===== src/rtl/bwd_pkg.sv =====
package bwd_pkg;
    typedef enum logic [2:0] {
        WIN_NONE = 3'd0,
        WIN_IO   = 3'd1,
        WIN_MEM  = 3'd2,
        WIN_PREF = 3'd3,
        WIN_VGA  = 3'd4
    } win_e;

    typedef struct packed {
        logic valid;
        logic hit;
        win_e win;
    } result_t;
endpackage


===== src/rtl/bwd_range_match.sv =====
module bwd_range_match #(
    parameter int W = 32
) (
    input  logic [W-1:0] addr,
    input  logic [W-1:0] base,
    input  logic [W-1:0] limit,
    input  logic         enable,
    output logic         match
);
    logic non_empty;
    always_comb begin
        non_empty = (limit >= base);
        match     = enable && non_empty && (addr >= base) && (addr <= limit);
    end
endmodule


===== src/rtl/bwd_legacy_match.sv =====
module bwd_legacy_match #(
    parameter int AW = 64
) (
    input  logic [AW-1:0] addr,
    input  logic          is_io,
    input  logic          enable,
    output logic          match
);
    localparam logic [AW-1:0] MEM_LO  = AW'(20'hA0000);
    localparam logic [AW-1:0] MEM_HI  = AW'(20'hBFFFF);
    localparam logic [AW-1:0] IOA_LO  = AW'(12'h3B0);
    localparam logic [AW-1:0] IOA_HI  = AW'(12'h3BB);
    localparam logic [AW-1:0] IOB_LO  = AW'(12'h3C0);
    localparam logic [AW-1:0] IOB_HI  = AW'(12'h3DF);

    logic in_mem, in_ioa, in_iob;
    always_comb begin
        in_mem = (addr >= MEM_LO) && (addr <= MEM_HI);
        in_ioa = (addr >= IOA_LO) && (addr <= IOA_HI);
        in_iob = (addr >= IOB_LO) && (addr <= IOB_HI);
        match  = enable && (is_io ? (in_ioa || in_iob) : in_mem);
    end
endmodule


===== src/rtl/bridge_window_decoder.sv =====
module bridge_window_decoder
    import bwd_pkg::*;
#(
    parameter int ADDR_W    = 64,
    parameter int IO_W      = 32,
    parameter int MEM_W     = 32,
    parameter int IO_GRAN   = 12,
    parameter int MEM_GRAN  = 20,
    parameter int IOREG_W   = 8,
    parameter int MEMREG_W  = 16
) (
    input  logic                clk,
    input  logic                rst_n,
    input  logic [IOREG_W-1:0]  io_base_reg,
    input  logic [IOREG_W-1:0]  io_limit_reg,
    input  logic [IO_W-17:0]    io_base_hi,
    input  logic [IO_W-17:0]    io_limit_hi,
    input  logic [MEMREG_W-1:0] mem_base_reg,
    input  logic [MEMREG_W-1:0] mem_limit_reg,
    input  logic [MEMREG_W-1:0] pf_base_reg,
    input  logic [MEMREG_W-1:0] pf_limit_reg,
    input  logic [ADDR_W-33:0]  pf_base_hi,
    input  logic [ADDR_W-33:0]  pf_limit_hi,
    input  logic                io_en,
    input  logic                mem_en,
    input  logic                vga_en,
    input  logic                req_valid,
    input  logic [ADDR_W-1:0]   req_addr,
    input  logic                req_is_io,
    output logic                hit_valid,
    output logic                hit,
    output logic [2:0]          hit_win,
    output logic [IO_W-1:0]     io_base_o,
    output logic [IO_W-1:0]     io_limit_o,
    output logic [MEM_W-1:0]    mem_base_o,
    output logic [MEM_W-1:0]    mem_limit_o,
    output logic [ADDR_W-1:0]   pf_base_o,
    output logic [ADDR_W-1:0]   pf_limit_o
);
    localparam int          IO_FLD  = 16 - IO_GRAN;
    localparam int          MEM_FLD = 32 - MEM_GRAN;
    localparam logic [3:0]  WIDE_TYPE = 4'h1;

    // ---- window reconstruction from packed fields ----
    logic io_b_wide, io_l_wide, pf_b_wide, pf_l_wide;
    always_comb begin
        io_b_wide = (io_base_reg[3:0]  == WIDE_TYPE);
        io_l_wide = (io_limit_reg[3:0] == WIDE_TYPE);
        pf_b_wide = (pf_base_reg[3:0]  == WIDE_TYPE);
        pf_l_wide = (pf_limit_reg[3:0] == WIDE_TYPE);

        io_base_o   = {(io_b_wide ? io_base_hi  : '0), io_base_reg[IOREG_W-1 -: IO_FLD],  {IO_GRAN{1'b0}}};
        io_limit_o  = {(io_l_wide ? io_limit_hi : '0), io_limit_reg[IOREG_W-1 -: IO_FLD], {IO_GRAN{1'b1}}};
        mem_base_o  = {mem_base_reg[MEMREG_W-1 -: MEM_FLD],  {MEM_GRAN{1'b0}}};
        mem_limit_o = {mem_limit_reg[MEMREG_W-1 -: MEM_FLD], {MEM_GRAN{1'b1}}};
        pf_base_o   = {(pf_b_wide ? pf_base_hi  : '0), pf_base_reg[MEMREG_W-1 -: MEM_FLD],  {MEM_GRAN{1'b0}}};
        pf_limit_o  = {(pf_l_wide ? pf_limit_hi : '0), pf_limit_reg[MEMREG_W-1 -: MEM_FLD], {MEM_GRAN{1'b1}}};
    end

    // ---- per-window matching ----
    logic upper_zero;
    logic io_m, mem_m, pf_m, vga_m;
    assign upper_zero = (req_addr[ADDR_W-1:32] == '0);

    bwd_range_match #(.W(IO_W)) u_io (
        .addr(req_addr[IO_W-1:0]), .base(io_base_o), .limit(io_limit_o),
        .enable(io_en && req_is_io && upper_zero), .match(io_m));

    bwd_range_match #(.W(MEM_W)) u_mem (
        .addr(req_addr[MEM_W-1:0]), .base(mem_base_o), .limit(mem_limit_o),
        .enable(mem_en && !req_is_io && upper_zero), .match(mem_m));

    bwd_range_match #(.W(ADDR_W)) u_pf (
        .addr(req_addr), .base(pf_base_o), .limit(pf_limit_o),
        .enable(mem_en && !req_is_io), .match(pf_m));

    bwd_legacy_match #(.AW(ADDR_W)) u_vga (
        .addr(req_addr), .is_io(req_is_io), .enable(vga_en), .match(vga_m));

    // ---- two-process result register ----
    result_t res_d, res_q;

    always_comb begin
        res_d       = '0;
        res_d.win   = WIN_NONE;
        if (req_valid) begin
            res_d.valid = 1'b1;
            if (req_is_io) begin
                if (io_m)       res_d.win = WIN_IO;
                else if (vga_m) res_d.win = WIN_VGA;
            end else begin
                if (mem_m)      res_d.win = WIN_MEM;
                else if (pf_m)  res_d.win = WIN_PREF;
                else if (vga_m) res_d.win = WIN_VGA;
            end
            res_d.hit = (res_d.win != WIN_NONE);
        end
    end

    always_ff @(posedge clk or negedge rst_n) begin
        if (!rst_n) res_q <= '0;
        else        res_q <= res_d;
    end

    assign hit_valid = res_q.valid;
    assign hit       = res_q.hit;
    assign hit_win   = res_q.win;

    // ---- assertions ----
    assert_strobe_R9: assert property (@(posedge clk) disable iff (!rst_n)
        req_valid |=> hit_valid);
    assert_idle_R11: assert property (@(posedge clk) disable iff (!rst_n)
        !req_valid |=> (!hit_valid && !hit && hit_win == 3'd0));
    assert_hit_code_R9: assert property (@(posedge clk) disable iff (!rst_n)
        hit == (hit_win != 3'd0));
    assert_io_gate_R6: assert property (@(posedge clk) disable iff (!rst_n)
        (req_valid && req_is_io && !io_en && !vga_en) |=> !hit);
    assert_mem_gate_R6: assert property (@(posedge clk) disable iff (!rst_n)
        (req_valid && !req_is_io && !mem_en && !vga_en) |=> !hit);
    assert_space_R5: assert property (@(posedge clk) disable iff (!rst_n)
        (req_valid && req_is_io) |=> (hit_win != 3'd2 && hit_win != 3'd3));
    assert_iospace_R5: assert property (@(posedge clk) disable iff (!rst_n)
        (req_valid && !req_is_io) |=> (hit_win != 3'd1));
endmodule


===== config.mk =====
export PLATFORM = sky130hd
export DESIGN_NAME = bridge_window_decoder
export DESIGN_NICKNAME = d
export VERILOG_FILES = /design/src/rtl/bwd_pkg.sv /design/src/rtl/bwd_range_match.sv /design/src/rtl/bwd_legacy_match.sv /design/src/rtl/bridge_window_decoder.sv
export SDC_FILE = /design/constraint.sdc
export NUM_CORES = 1
export LEC_CHECK = 0
export CAP_MARGIN = 20
export CORE_AREA = 4 4 197 199
export CTS_CLUSTER_SIZE = 20
export DETAILED_ROUTE_END_ITERATION = 10
export DIE_AREA = 0 0 201 203
export GPL_TIMING_DRIVEN = 0
export PLACE_DENSITY = 0.64
export SYNTH_ARGS = -nofsm -noshare
export SYNTH_HDL_FRONTEND = slang
export SYNTH_HIERARCHICAL = 1
export SYNTH_SLANG_ARGS = --single-unit

===== constraint.sdc =====
create_clock -name clk -period 1.2 [get_ports clk]
set_input_delay 0.24 -clock clk [delete_from_list [all_inputs] [get_ports clk]]
set_output_delay 0.24 -clock clk [all_outputs]
set_load 0.02 [all_outputs]

# [After elaboration in Yosys (flattened, before gate mapping)]
# Cells that the tools add are included.
# W data, S select, Z words.
[classes] magnitude_cmp=15 n_mux=12 eq_ne=4 n_reduce_logical=21
[op_table] operator="$ge A32 B32 Y1" n=4
[op_table] operator="$ge A64 B10 Y1 const B" n=2
[op_table] operator="$ge A64 B64 Y1" n=2
[op_table] operator="$le A64 B10 Y1 const B" n=2
[op_table] operator="$ge A64 B20 Y1 const B" n=1
[op_table] operator="$le A32 B32 Y1" n=2
[op_table] operator="$le A64 B20 Y1 const B" n=1
[op_table] operator="$le A64 B64 Y1" n=1
[op_table] operator="$mux W32" n=2
[op_table] operator="$logic_not A32 Y1" n=1
[op_table] operator="$mux W16" n=2
[op_table] operator="$mux W3" n=6
[op_table] operator="$logic_and A1 B1 Y1" n=17
[op_table] operator="$eq A4 B1 Y1 const B" n=4
[op_table] operator="$mux W5" n=1
[op_table] operator="$reduce_bool A3 Y1" n=1
[op_table] operator="$logic_not A1 Y1" n=1
[op_table] operator="$logic_or A1 B1 Y1" n=1
[op_table] operator="$mux W1" n=1
[totals] ff_bits=5 out_inout_bits=261

# [Longest topological paths before layout]
[depth] depth_word=12 ltp_mapped=15

# [By module]
# The synthesis kept the hierarchy.
[by_module_without_submodules] module="bwd_range_match at u_pf" n_inst=1 area_each_um2=4583.1 cells_per_inst=614 seq_area_each_um2=0.0
[by_module_without_submodules] module="bwd_range_match at u_io ..." n_inst=2 area_each_um2=2285.9 cells_per_inst=299 seq_area_each_um2=0.0
[by_module_without_submodules] module="bridge_window_decoder" n_inst=1 area_each_um2=2282.2 cells_per_inst=300 seq_area_each_um2=125.1
[by_module_without_submodules] module="bwd_legacy_match" n_inst=1 area_each_um2=183.9 cells_per_inst=28 seq_area_each_um2=0.0

# [Worst setup path after synthesis]
# No wires, ideal clock.
[synth_timing] kind="input-to-reg" from="input pf_base_reg[1]" to="register res_q (netlist bit hit)" t_arrival_ns=2.948 setup_ns=0.119 n_path_buf=1 required_ns=1.081 path_slack_ns=-1.867 cell_stages=15 cell_sequence="nor4b_4 -> clkbuf_2 -> and2_1 -> inv_1 -> ha_1 -> a21o_1 -> a21o_1 -> a21oi_1 -> o221ai_1 -> a221oi_1 -> o221ai_1 -> and4b_1 -> nor3_1 -> a21oi_1 -> o21a_1"
[synth_rtl] item="start, declared" line_no="bridge_window_decoder.sv:20" source="input logic [MEMREG_W-1:0] pf_base_reg,"
[synth_rtl] item="end signal, assigned" line_no="bridge_window_decoder.sv:102" source="else res_q <= res_d;"
[synth_rtl] item="end, declared" line_no="bridge_window_decoder.sv:81" source="result_t res_d, res_q;"

==> impl_metrics.prom <==
# TYPE chip_impl_metric gauge
chip_impl_metric{name="synth_cell_type_count",unit=""} 59
chip_impl_metric{name="cts-root-to-sink-buffers",unit=""} 2
chip_impl_metric{name="number_of_antenna_violations_at_the_first_check_in_global_routing",unit=""} 8
chip_impl_metric{name="fin_crit",unit="ps"} 3112
chip_impl_metric{name="final_layout_size_suffix_gt1_frac",unit=""} 0.2714
chip_impl_metric{name="floorplan.die_area",unit="um2"} 40800
chip_impl_metric{name="worst_pin_slew",unit="ps"} 645.7
chip_impl_metric{name="ys_seq_area_frac",unit=""} 0.01077
chip_impl_metric{name="yosys_warnings",unit=""} 6
chip_impl_info{name="yosys.cell_count.top_type",value="ha_1"} 1
chip_impl_metric{name="vias",unit=""} 12910
chip_impl_metric{name="finish.net_count",unit=""} 2898
chip_impl_info{name="critical_path.startpoint_type",value="input pin"} 1
chip_impl_metric{name="first_global_vias",unit=""} 13240
chip_impl_metric{name="clock-sinks",unit=""} 5
chip_impl_metric{name="p_leak",unit="nW"} 9.789
chip_impl_metric{name="yosysTopAreaCellShare",unit=""} 0.4134
chip_impl_info{name="tritoncts",value="yes"} 1
chip_impl_metric{name="layout_worst_path_cycle_share",unit=""} 2.593
chip_impl_metric{name="first_iter_violations",unit=""} 510
chip_impl_metric{name="die-width",unit="um"} 201
chip_impl_metric{name="hpwl",unit="um"} 41340
chip_impl_info{name="kind_of_end_point_of_the_critical_path",value="register"} 1
chip_impl_info{name="failed_checks",value="setup timing"} 1
chip_impl_metric{name="globalRouteTotalUtil",unit=""} 0.2234
chip_impl_info{name="critical_path_source",value="pf_base_reg[3]"} 1
chip_impl_metric{name="synthesis.area_per_instance",unit="um2"} 7.546
chip_impl_info{name="clock_tree.root_cell",value="clkbuf_16"} 1
chip_impl_info{name="run_status",value="finished, violations left"} 1
chip_impl_metric{name="cts-hold-fix-buffers",unit=""} 0
chip_impl_metric{name="maxSlewViolCount",unit=""} 0
chip_impl_metric{name="wire_length_of_the_first_global_routing_pass",unit="um"} 72800
chip_impl_metric{name="final_antenna_net_count",unit=""} 0
chip_impl_metric{name="timing.critical_path.required",unit="ps"} 1310
chip_impl_metric{name="area_growth_syn_to_layout",unit="%"} 62.31
chip_impl_metric{name="drt-total-wl",unit="um"} 48180
chip_impl_metric{name="final.fill_count",unit=""} 3611
chip_impl_metric{name="cts_buffers",unit=""} 3
chip_impl_metric{name="drc_viols",unit=""} 0
chip_impl_info{name="synthTopCellsByArea",value="ha_1, buf_4, inv_1"} 1
chip_impl_metric{name="initial_utilization",unit=""} 0.3122
chip_impl_metric{name="vdd_ir_drop_max",unit="V"} 0.0003696
chip_impl_metric{name="slew_headroom",unit=""} 0.5695
chip_impl_info{name="yosys_most_used_dff",value="dfrtp_1"} 1
chip_impl_metric{name="wl_per_cell",unit="um"} 17.55
chip_impl_info{name="synth.cells.most_frequent",value="ha_1, inv_1, buf_4"} 1
chip_impl_metric{name="port-buffer-count",unit=""} 395
chip_impl_metric{name="synth_enable_flop_cells",unit=""} 0
chip_impl_metric{name="grt_overflow",unit=""} 0
chip_impl_metric{name="finalInstanceArea",unit="um2"} 18860
chip_impl_metric{name="globalplace.congestion",unit=""} 0.9041
chip_impl_metric{name="maximum_number_of_pins_on_one_net_before_global_route_repair",unit=""} 10
chip_impl_metric{name="postSynthCellCount",unit=""} 1540
chip_impl_metric{name="setup-violations-final",unit=""} 100
chip_impl_info{name="hold_class",value="input pin to async pin"} 1
chip_impl_metric{name="max-cap-violations",unit=""} 0
chip_impl_metric{name="number_of_hold_violations_in_the_final_report",unit=""} 0
chip_impl_metric{name="worstPathArrival",unit="ps"} 3220
chip_impl_metric{name="max_freq",unit="MHz"} 321.4
chip_impl_metric{name="h_tree_level_count",unit=""} 1
chip_impl_metric{name="clkTransAtPathRegs",unit="ps"} 30
chip_impl_metric{name="core_region_area",unit="um2"} 37220
chip_impl_metric{name="floorplan.die.height",unit="um"} 203
chip_impl_metric{name="routed_via_density",unit=""} 4.702
chip_impl_info{name="netlist.top_cell.by_area",value="ha_1"} 1
chip_impl_metric{name="timing.final.ws_setup",unit="ps"} -1912
chip_impl_metric{name="syn_area",unit="um2"} 11620
chip_impl_metric{name="fin_hold_ws",unit="ps"} 241.0
chip_impl_info{name="rsz_0062_raised_after_global_routing",value="true"} 1
chip_impl_metric{name="number_of_placement_rows",unit=""} 71
chip_impl_metric{name="power_per_cell_area",unit="nW/um2"} 321.9
chip_impl_metric{name="placed_cell_area",unit="um2"} 17410
chip_impl_metric{name="async_flop_share",unit=""} 1.000
chip_impl_metric{name="boundaryPins",unit=""} 508
chip_impl_info{name="setup.worst_path.class",value="input pin to register"} 1
chip_impl_metric{name="dp_slack",unit="ps"} -2886
chip_impl_metric{name="ys_ff_latch",unit=""} 5
chip_impl_metric{name="firstDrtPassIters",unit=""} 5
chip_impl_metric{name="maximum_fanout_encountered_on_the_critical_timing_path",unit=""} 5
## what timing repair did
item                       in CTS  in global routing
pin swaps                     111                 29
gates resized for setup      1143                 54
setup buffers                  52                 20
setup endpoints to repair     161                116
cloned                          4                  0
## cell type report
type	count	area, um2	area share
well taps	474	593.1	0.03144
multi-input cells	1368	11130	0.5900
flip-flops and latches	5	125.1	0.006634
diodes	5	12.51	0.0006634
repair buffers	463	4642	0.2461
clock buffers	4	78.83	0.004179
inverters	260	988.4	0.05240
plain buffers	166	1294	0.06859
## layout by cell type, fill, tap and decap left out, types with 8 or more instances in the layout
cell	instances
o21ai_0	34
and4_1	13
dlymetal6s2s_1	10
nor3_1	11
buf_4	212
and2_4	96
conb_1	263
nand4_1	61
inv_2	17
a21o_1	49
inv_1	239
buf_6	145
dlygate4sd2_1	73
a211oi_1	14
nand3_1	42
nor4_1	21
clkdlybuf4s15_2	28
a21oi_2	9
buf_2	8
nand2_1	72
ha_4	34
a21oi_1	113
nor2_1	41
ha_1	350
clkdlybuf4s50_1	138
## where the power goes
part / total [mW] / internal [mW] / switching [mW]
registers: 0.175 / 0.173 / 0.00128
clock network: 0.547 / 0.440 / 0.107
logic: 5.35 / 2.57 / 2.78
## path summary, 6_finish.rpt
| kind | to | depth (start not counted) |
|---|---|---|
| worst max-delay path | hit$_DFF_PN0_ | 17 |
| worst min-delay path | hit_win[2]$_DFF_PN0_ | 1 |
| max in group asynchronous | hit_win[0]$_DFF_PN0_ | 1 |
| min in group clk | hit_valid$_DFF_PN0_ | 1 |
## critical path, cell delays in order
cell and delay, ps:
buf_6 90, nor4b_4 310, buf_6 190, buf_8 120, and2_4 160, inv_4 40
ha_4 230, a21o_1 170, a21o_1 160, a21oi_2 180, o221ai_2 150, a221oi_2 320
o221ai_1 170, and4b_2 300, nor3_4 140, a21oi_2 60, o21a_1 200
## stage by stage
stage	cells	power [mW]	setup TNS, ps	util
finish	2745	6.071	-36650	0.5067
global route	2745	6.697	-41340	0.5067
CTS	2729	5.886	-35870	0.5013
detailed placement	2670	5.157	-163050	0.4677
global placement	2670	5.034	-162980	0.4677
floorplan	1801	3.197	-7440	-
## cell families after synthesis
kind of cell | share of synthesized area
compound gates | 0.1760
fa+ha+maj | 0.4134
buf+inv | 0.1912
flops | 0.01077
other cells | 0.0006462
simple gates | 0.2079
## metal layers
metal	up-vias	part of all wire	track usage
li1	6544	-	-
met1	5885	0.39	0.2595
met2	396	0.51	0.4114
met3	76	0.067	0.04728
met4	6	0.031	0.06686
met5	-	0.0012	0
## registers in the layout, indices dropped and copies added, names as in the netlist
| register | count |
|---|---|
| hit_win | 3 |
| hit_valid | 1 |
| hit | 1 |
(Power assumes the default switching activity.)
